--- src/rtl/udc_pkg.sv ---
package udc_pkg;

  // floor(log2(x)), zero for x <= 1
  function automatic int ilog2(input int x);
    int r;
    int v;
    r = 0;
    v = x;
    while (v > 1) begin
      v = v >> 1;
      r++;
    end
    return r;
  endfunction

  // Size of the lower part split off from an n-bit span for a clock
  // budget of p unit delays; never less than one bit.
  function automatic int low_part(input int n, input int p);
    int r;
    r = ilog2(n / p);
    if (r < 1) r = 1;
    return r;
  endfunction

  // Number of sub-blocks produced by the top-down split.
  function automatic int part_count(input int n, input int p);
    int rem;
    int c;
    rem = n;
    c = 1;
    while (rem > 1) begin
      rem = low_part(rem, p);
      c++;
    end
    return c;
  endfunction

  // Span remaining at the level that owns sub-block idx (0 = LSB).
  function automatic int blk_span(input int n, input int p, input int idx);
    int rem;
    int k;
    rem = n;
    k = part_count(n, p);
    for (int j = 0; j < k - 1 - idx; j++) rem = low_part(rem, p);
    return rem;
  endfunction

  function automatic int blk_w(input int n, input int p, input int idx);
    int rem;
    rem = blk_span(n, p, idx);
    return (rem > 1) ? rem - low_part(rem, p) : 1;
  endfunction

  function automatic int blk_off(input int n, input int p, input int idx);
    return blk_span(n, p, idx) - blk_w(n, p, idx);
  endfunction

endpackage

--- src/rtl/cnt_lsb_bit.sv ---
module cnt_lsb_bit (
  input  logic clk,
  input  logic rst,
  output logic bit_o
);

  logic bit_q;

  always_ff @(posedge clk) begin
    if (rst) bit_q <= 1'b0;
    else     bit_q <= ~bit_q;
  end

  assign bit_o = bit_q;

  // the lowest bit changes on every edge out of reset
  p_lsb_toggle_r7: assert property (@(posedge clk) disable iff (rst)
    1'b1 |=> (bit_q != $past(bit_q)));

endmodule

--- src/rtl/cnt_carry_net.sv ---
module cnt_carry_net #(
  parameter int NB = 3
) (
  input  logic          up_i,
  input  logic [NB-1:0] term_up_i,   // sub-block k at all ones
  input  logic [NB-1:0] term_dn_i,   // sub-block k at zero
  output logic [NB:1]   carry_o,     // carry into sub-block k (NB = whole-counter wrap)
  output logic [NB:1]   borrow_o
);

  logic [NB:1] run_up;
  logic [NB:1] run_dn;

  for (genvar k = 1; k <= NB; k++) begin : g_run
    if (k == 1) begin : g_first
      assign run_up[k] = term_up_i[0];
      assign run_dn[k] = term_dn_i[0];
    end else begin : g_next
      assign run_up[k] = run_up[k-1] & term_up_i[k-1];
      assign run_dn[k] = run_dn[k-1] & term_dn_i[k-1];
    end
    assign carry_o[k]  =  up_i & run_up[k];
    assign borrow_o[k] = ~up_i & run_dn[k];
  end

endmodule

--- src/rtl/cnt_shadow_blk.sv ---
module cnt_shadow_blk #(
  parameter int W = 2
) (
  input  logic         clk,
  input  logic         rst,
  input  logic         carry_i,
  input  logic         borrow_i,
  output logic [W-1:0] val_o,
  output logic         at_max_o,
  output logic         at_min_o
);

  localparam logic [W-1:0] ONE  = W'(1);
  localparam logic [W-1:0] ONES = '1;

  logic [W-1:0] val_q, shd_q, ahead_q;
  logic         cfg_up_q;
  logic         at_max_q, at_min_q;

  logic         step_ev, swap_ev;
  logic [W-1:0] val_d;

  // matching event: arithmetic step; mismatching event: exchange
  assign step_ev = (carry_i & cfg_up_q) | (borrow_i & ~cfg_up_q);
  assign swap_ev = (carry_i & ~cfg_up_q) | (borrow_i & cfg_up_q);

  always_comb begin
    val_d = val_q;
    if (step_ev)      val_d = ahead_q;
    else if (swap_ev) val_d = shd_q;
  end

  always_ff @(posedge clk) begin
    if (rst) begin
      val_q    <= '0;
      shd_q    <= ONES;
      ahead_q  <= ONE;
      cfg_up_q <= 1'b1;
      at_max_q <= 1'b0;
      at_min_q <= 1'b1;
    end else begin
      val_q <= val_d;
      if (step_ev | swap_ev) shd_q <= val_q;
      if (swap_ev) cfg_up_q <= ~cfg_up_q;
      // operand for the next matching event, prepared one cycle early
      ahead_q  <= cfg_up_q ? val_q + ONE : val_q - ONE;
      at_max_q <= (val_d == ONES);
      at_min_q <= (val_d == '0);
    end
  end

  assign val_o    = val_q;
  assign at_max_o = at_max_q;
  assign at_min_o = at_min_q;

  // shadow sits one below when set for upward steps
  p_shadow_below_r8: assert property (@(posedge clk) disable iff (rst)
    cfg_up_q |-> (shd_q == val_q - ONE));

  // shadow sits one above when set for downward steps
  p_shadow_above_r8: assert property (@(posedge clk) disable iff (rst)
    !cfg_up_q |-> (shd_q == val_q + ONE));

  // a reversal restores the neighbouring value without arithmetic
  p_swap_restore_r4: assert property (@(posedge clk) disable iff (rst)
    swap_ev |=> (val_q == $past(shd_q)));

  // the prepared operand is current whenever a step uses it
  p_ahead_ready_r3: assert property (@(posedge clk) disable iff (rst)
    step_ev |-> (ahead_q == (cfg_up_q ? val_q + ONE : val_q - ONE)));

  // a carry and a borrow never reach the same sub-block together
  p_single_event_r4: assert property (@(posedge clk) disable iff (rst)
    !(carry_i && borrow_i));

endmodule

--- src/rtl/udc_shadow_counter.sv ---
module udc_shadow_counter #(
  parameter int CNT_W = 16,   // total width, at least 2
  parameter int CLK_P = 2     // clock budget in unit delays, at least 2
) (
  input  logic             clk,
  input  logic             rst,
  input  logic             up,
  output logic [CNT_W-1:0] count
);

  localparam int NBLK = udc_pkg::part_count(CNT_W, CLK_P);
  localparam logic [CNT_W-1:0] STEP = CNT_W'(1);

  logic [NBLK-1:0] term_up, term_dn;
  logic [NBLK:1]   carry, borrow;
  logic            lsb;

  cnt_lsb_bit u_lsb (
    .clk   (clk),
    .rst   (rst),
    .bit_o (lsb)
  );

  assign term_up[0] = lsb;
  assign term_dn[0] = ~lsb;
  assign count[0]   = lsb;

  cnt_carry_net #(.NB(NBLK)) u_net (
    .up_i      (up),
    .term_up_i (term_up),
    .term_dn_i (term_dn),
    .carry_o   (carry),
    .borrow_o  (borrow)
  );

  for (genvar i = 1; i < NBLK; i++) begin : g_blk
    localparam int BW = udc_pkg::blk_w(CNT_W, CLK_P, i);
    localparam int BO = udc_pkg::blk_off(CNT_W, CLK_P, i);
    logic [BW-1:0] v;

    cnt_shadow_blk #(.W(BW)) u_blk (
      .clk      (clk),
      .rst      (rst),
      .carry_i  (carry[i]),
      .borrow_i (borrow[i]),
      .val_o    (v),
      .at_max_o (term_up[i]),
      .at_min_o (term_dn[i])
    );

    assign count[BO +: BW] = v;
  end

  // every edge moves the count by one in the chosen direction
  p_count_step_r2: assert property (@(posedge clk) disable iff (rst)
    1'b1 |=> (count == ($past(up) ? $past(count) + STEP : $past(count) - STEP)));

  // a carry out of the top sub-block lands on zero
  p_wrap_up_r5: assert property (@(posedge clk) disable iff (rst)
    carry[NBLK] |=> (count == '0));

  // a borrow out of the top sub-block lands on all ones
  p_wrap_dn_r6: assert property (@(posedge clk) disable iff (rst)
    borrow[NBLK] |=> (count == '1));

endmodule

--- config.mk ---
export PLATFORM = sky130hd
export DESIGN_NAME = udc_shadow_counter
export DESIGN_NICKNAME = d
export VERILOG_FILES = /design/src/rtl/udc_pkg.sv /design/src/rtl/cnt_lsb_bit.sv /design/src/rtl/cnt_carry_net.sv /design/src/rtl/cnt_shadow_blk.sv /design/src/rtl/udc_shadow_counter.sv
export SDC_FILE = /design/constraint.sdc
export NUM_CORES = 1
export LEC_CHECK = 0
export BUFFER_PORTS_ARGS = -buffer_cell sky130_fd_sc_hd__buf_2
export CAP_MARGIN = 10
export CORE_MARGIN = 4
export CORE_UTILIZATION = 40
export CTS_BUF_LIST = sky130_fd_sc_hd__clkbuf_8
export DETAILED_ROUTE_END_ITERATION = 8
export PLACE_DENSITY = 0.64
export RECOVER_POWER = 25
export SLEW_MARGIN = 0
export SYNTH_ARGS = -nofsm -noshare
export SYNTH_HDL_FRONTEND = slang
export SYNTH_SLANG_ARGS = --single-unit
--- constraint.sdc ---
create_clock -name clk -period 2.6 [get_ports clk]
set_input_delay 0.26 -clock clk [delete_from_list [all_inputs] [get_ports clk]]
set_output_delay 0.26 -clock clk [all_outputs]
set_load 0.02 [all_outputs]
# Word level (Yosys, flattened, before mapping)
# Index checks and enable logic that the tools add are counted.
# totals
memories	0
reg_bits	50
latchBits	0
mem_bits_ro	0
ramBits	0
word_cells	48
# classes
mul	0
eq_ne	1
order_cmp	0
shift	0
n_div	0
n_bitwise	24
add_sub_neg	4
n_reduce_logical	2
mux	6
# op_table
op	count
$mux W13	3
$and A1 B1 Y1	14
$add A13 B1 Y13 const B	1
$sub A13 B1 Y13 const B	1
$mux W2	3
$or A1 B1 Y1	6
$not A1 Y1	4
$add A2 B1 Y2 const B	1
$eq A2 B2 Y1 const B	1
$logic_not A2 Y1	1
$reduce_bool A2 Y1	1
$sub A2 B1 Y2 const B	1

# Longest topological paths before layout
# logic_depth
ltp_word	7
mapped_depth	8

# By module
# From an unflattened synthesis, not the netlist that was laid out.
# unflattened
hier_cells	320
hier_area_um2	2829.0
# modules_own_cells
mod	instances	cells_each	seq_area_each_um2	area_each_um2
cnt_shadow_blk at g_blk[2].u_blk	1	264	840.8	2303.5
cnt_shadow_blk at g_blk[1].u_blk	1	46	180.2	441.7
cnt_carry_net	1	6	0.0	48.8
cnt_lsb_bit	1	2	20.0	23.8
udc_shadow_counter	1	2	0.0	11.3

# Least setup slack after synthesis
# No wires, ideal clock.
# synth_timing
kind	reg2reg
startpoint	register g_blk[2].u_blk.cfg_up_q
endpoint	register g_blk[2].u_blk.ahead_q[12]
path_stages_with_launch	8
path_buffers	0
required_time_ns	2.479
slack_ns	0.220
synth_period_minus_slack_ns	2.380
t_arrival_ns	2.260
cell_sequence	dfxtp_1 -> inv_1 -> ha_1 -> nor2b_1 -> o31a_1 -> o311a_1 -> o22ai_1 -> mux2_2
# synth_between
elab_chain_len	1
# synth_rtl
item	line	rtl
start: declaration	cnt_shadow_blk.sv:17	logic cfg_up_q;
start signal: assignment	cnt_shadow_blk.sv:44	if (swap_ev) cfg_up_q <= ~cfg_up_q;
$mux W13	cnt_shadow_blk.sv:46	ahead_q <= cfg_up_q ? val_q + ONE : val_q - ONE;
end signal: assignment	cnt_shadow_blk.sv:46	
end: declaration	cnt_shadow_blk.sv:16	logic [W-1:0] val_q, shd_q, ahead_q;
# No other way between the ends.
# A chain may end at the register's enable or synchronous reset.

# Final worst setup path
# Same ends and word-level chain as after synthesis.

==> impl.org <==
** Status
- Status :: finished with violations
- Violations in the final reports :: capacitance limit, slew limit

** Logic synthesis
- Of all flip-flops after synthesis, the portion carrying an async set or reset was 0%.
- Sequential share of the synthesized area :: 41.4%
- Number of distinct standard cells referenced by the synthesized netlist :: 47
- In this run, synthesis inferred 0 flip-flops with an integrated enable.
- After synthesis the netlist holds a flip-flop and latch count of 50.
- Number of warnings printed during yosys synthesis :: 0
- Synthesized netlist cell count :: 267
- After synthesis the cells add up to 0.00242 mm^2.
- Net count of the mapped netlist :: ~280
- Dominant synthesized flop cell :: sky130_fd_sc_hd__dfxtp_1
- Average cell area after synthesis :: ~9 um^2

** Worst setup path
- The worst register-to-register path has a depth of 7.
- Reg2reg end :: g_blk[2].u_blk.ahead_q[12]
- STA puts the critical path data arrival time at 2.56 ns.
- Minimum setup slack among reg-to-reg paths :: 0.24 ns
- Required time at the endpoint of the critical path :: 2.80 ns
- STA classifies the critical path startpoint as a register.
- The critical path is of the reg -> reg type.
- In this run the worst path has a maximum fanout of 11.
- The worst setup path is captured at a register.
- The worst register-to-register path begins at g_blk[2].u_blk.cfg_up_q.

** Clocking
- Clock-pin slew was measured on the worst setup and hold paths at around 0.09 ns.
- The tree is rooted in a sky130_fd_sc_hd__clkbuf_8.
- H-tree lvl count :: 2
- Post-CTS repair timing setup buffer count :: 0
- The number of hold buffers added after CTS was 0.
- Counting the buffers created by CTS gives 5.
- Sink Count :: 50
- Buffer levels on the longest clock path :: 2
- Number of gates given a new drive strength after cts :: 0
- At the later pin of the worst-skew pair, clock insertion delay measures approximately 0.30 ns.
- TritonCTS built the clock tree.

** Floorplanning
- Floorplan core area :: 0.00589 mm^2
- The floorplan has 28 rows.
- Once the floorplan was initialized, standard cells occupied 41.1% of the core.
- Die area :: 0.00735 mm^2
- The die is 85.7 um tall.
- Horizontal die dimension :: 85.7 um
- 19 I/O pins were placed.

** Timing
- In the finished design, the share of the clock period the worst path needs comes to 90.9%.
- Maximum clock rate :: 423 MHz
- Normalized max-slew margin :: -2.08%
- RSZ-0062 raised after global routing :: false
- Shortest clock period the worst path allows after layout :: 2.36 ns
- The final hold violation count came to 0.
- Hold Worst Slack :: 0.322 ns
- For the pin with the worst max-slew slack, the measured transition is 1.53 ns.
- After routing, the total negative slack on setup checks comes to 0 ns.
- Between clock sinks in the finished design, the worst skew comes to 0.00722 ns.
- In the post-route analysis, the smallest setup slack over all paths is about 0.24 ns.
- The count of final max-slew check failures came to 40.
- Setup violations remaining at the end of the flow were counted as 0.

** Pwr
- In this run the power density over the cells is 739 mW/mm^2.
- Leakage component of the power :: between 1 and 1.5 nW
- The design draws slightly below 2 mW.
- Max IR drop VDD :: 331 uV

** Worst hold path
- The startpoint identified for the worst hold timing path is up.
- The worst hold path terminates at g_blk[1].u_blk.cfg_up_q.
- Path class of the lowest-slack min-delay path :: in -> reg
- The worst hold path was traced through 3 stages.

** Flow run
- The tool flagged a number of max-cap violations equal to 1.

** GRT
- The first global-routing pass estimated 8140 um of wire.
- Antenna violations before repair :: 0
- Residual overflow from global routing :: 0
- Global routing used ~14% of the available tracks across all layers.
- Largest net degree at the start of global routing :: 40
- The via count of the first global-routing pass was about 1800.

** Route
- Post-detailed-route wirelength per cell :: 12.9 um
- The detailed router placed between 1500 and 2000 vias in this run.
- Initial DRC count :: 46
- Summed over all layers, the routed wires come to about 4600 um.
- Residual antenna-violating net count after detailed routing :: 0
- The first detailed-routing pass ran for 4 iterations.
- Mean number of vias per cell :: 5.24
- For this run, design rule violations remaining after detail routing come to 0.

** Placement
- Before CTS, the worst setup slack after placement is 0.227 ns.
- The congestion estimate from routability-driven global placement came to 0.814.
- Count of buffers inserted at the top-level ports :: 18
- Once detailed placement completed, the half-perimeter wirelength came to 3220 um.
- Area of placed instances :: 0.00256 mm^2
- After detailed placement, the design holds a cell count of approximately 350.

** Final layout
- The repair_antennas step left the layout with diodes totalling 0.
- For this run, the post-layout net count is approximately 300.
- Cells fill 45.1% of the core in the end.
- Relative to the synthesized area, the layout overhead comes to 9.94%.
- After routing the design area is between 0.002 and 0.003 mm^2.
- Final standard cell count with taps included and fillers excluded :: between 300 and 400
- In the final layout, the share of cells above drive strength 1 is 10.2%.
- Count of filler cells inserted in the layout :: around 570
-- placed cells by master, fill, tap and decap left out, types with 7 or more instances in the layout --
master                     count
sky130_fd_sc_hd__dfxtp_1      50
sky130_fd_sc_hd__nor2_1       38
sky130_fd_sc_hd__nand2_1      29
sky130_fd_sc_hd__mux2i_1      15
sky130_fd_sc_hd__a211oi_1     14
sky130_fd_sc_hd__nand3b_1     11
sky130_fd_sc_hd__a21oi_1      11
sky130_fd_sc_hd__ha_1         11
sky130_fd_sc_hd__clkbuf_1     11
sky130_fd_sc_hd__nor2b_1      10
sky130_fd_sc_hd__buf_2         7
-- layout make-up --
class / instances / area, um^2 / area share [%]
multi-input cells: 199 / 1330 / 49.9
flip-flops and latches: 50 / 1000 / 37.7
repair buffers: 23 / 114 / 4.29
well taps: 75 / 93.8 / 3.53
clock buffers: 5 / 68.8 / 2.59
clock inverters: 3 / 37.5 / 1.41
inverters: 4 / 15.0 / 0.565
-- power by group --
group,total [mW],switching [mW],internal (mW)
logic,0.494,0.282,0.212
clock network,0.528,0.248,0.280
registers,0.939,0.0673,0.872
-- critical path: stages, from the launching register on --
cell and delay, ns:
sky130_fd_sc_hd__dfxtp_1 0.32, sky130_fd_sc_hd__inv_1 0.29, sky130_fd_sc_hd__ha_1 0.34, sky130_fd_sc_hd__nor2b_1 0.17, sky130_fd_sc_hd__o31a_1 0.28, sky130_fd_sc_hd__o311a_1 0.33, sky130_fd_sc_hd__o22ai_1 0.19, sky130_fd_sc_hd__mux2_2 0.35
-- registers in the layout (all words and copies together), names as in the netlist --
| name | count |
|---|---|
| g_blk.u_blk.at_min_o | 1 |
| g_blk.u_blk.shd_q | 15 |
| u_lsb.bit_o | 1 |
| g_blk.u_blk.at_max_o | 1 |
| g_blk.u_blk.val_o | 15 |
| g_blk.u_blk.cfg_up_q | 2 |
| g_blk.u_blk.ahead_q | 15 |
-- how the worst max path moves through the flow --
stage,startpoint,to,slack (ns),cells past startpoint
final,g_blk[2].u_blk.cfg_up_q,g_blk[2].u_blk.ahead_q[12],0.24,7
after global routing,g_blk[2].u_blk.cfg_up_q,g_blk[2].u_blk.ahead_q[12],0.10,7
after CTS,g_blk[2].u_blk.cfg_up_q,g_blk[2].u_blk.ahead_q[12],0.22,7
after detailed placement,g_blk[2].u_blk.cfg_up_q,g_blk[2].u_blk.ahead_q[12],0.23,7
after global placement,g_blk[2].u_blk.cfg_up_q,g_blk[2].u_blk.ahead_q[12],0.27,7
after floorplan,g_blk[2].u_blk.cfg_up_q,g_blk[2].u_blk.ahead_q[12],0.22,7
-- kinds of logic (layout without fill, tap and decap cells) --
logic type | after synthesis | in the layout | synth area share (%)
multiplexers | 19 | 19 | 8.54
adder cells (fa/ha/maj) | 12 | 12 | 6.53
XOR/XNOR | 5 | 5 | 1.81
AO/OA/AOI/OAI | 52 | 52 | 15.4
buffers and inverters | 18 | 35 | 3.68
AND/OR/NAND/NOR | 111 | 111 | 22.6
flip-flops | 50 | 50 | 41.4
-- synthesized netlist by cell type, types with 2 or more instances --
| master | instances | area (um^2) |
|---|---|---|
| sky130_fd_sc_hd__dfxtp_1 | 50 | 1000 |
| sky130_fd_sc_hd__nor2_1 | 38 | 143 |
| sky130_fd_sc_hd__nand2_1 | 29 | 109 |
| sky130_fd_sc_hd__mux2i_1 | 15 | 150 |
| sky130_fd_sc_hd__a211oi_1 | 14 | 105 |
| sky130_fd_sc_hd__a21oi_1 | 11 | 55.1 |
| sky130_fd_sc_hd__ha_1 | 11 | 138 |
| sky130_fd_sc_hd__nand3b_1 | 11 | 82.6 |
| sky130_fd_sc_hd__clkbuf_1 | 10 | 37.5 |
| sky130_fd_sc_hd__nor2b_1 | 10 | 62.6 |
| sky130_fd_sc_hd__a211o_1 | 6 | 52.6 |
| sky130_fd_sc_hd__nor3_1 | 6 | 30.0 |
| sky130_fd_sc_hd__inv_1 | 4 | 15.0 |
| sky130_fd_sc_hd__o21a_1 | 4 | 30.0 |
| sky130_fd_sc_hd__o21ai_0 | 4 | 20.0 |
| sky130_fd_sc_hd__xnor2_1 | 4 | 35.0 |
| sky130_fd_sc_hd__mux2_2 | 3 | 33.8 |
| sky130_fd_sc_hd__a21o_1 | 2 | 15.0 |
| sky130_fd_sc_hd__nand2b_1 | 2 | 12.5 |
| sky130_fd_sc_hd__nand3_1 | 2 | 10.0 |
| sky130_fd_sc_hd__o2111ai_1 | 2 | 17.5 |
| sky130_fd_sc_hd__o211ai_1 | 2 | 15.0 |
| sky130_fd_sc_hd__o21bai_1 | 2 | 15.0 |
| sky130_fd_sc_hd__or2_2 | 2 | 12.5 |
-- per-layer routing --
metal  up-vias  GRT usage (%)  part of all wire (%)
met1       881           18.7                    52
met2        27           21.0                    44
met3         7           2.98                   3.4
met5         -              0                     0
met4         0           5.18                   1.2
li1        966              -                     -
No activity file was read; power rests on OpenSTA's default activity.
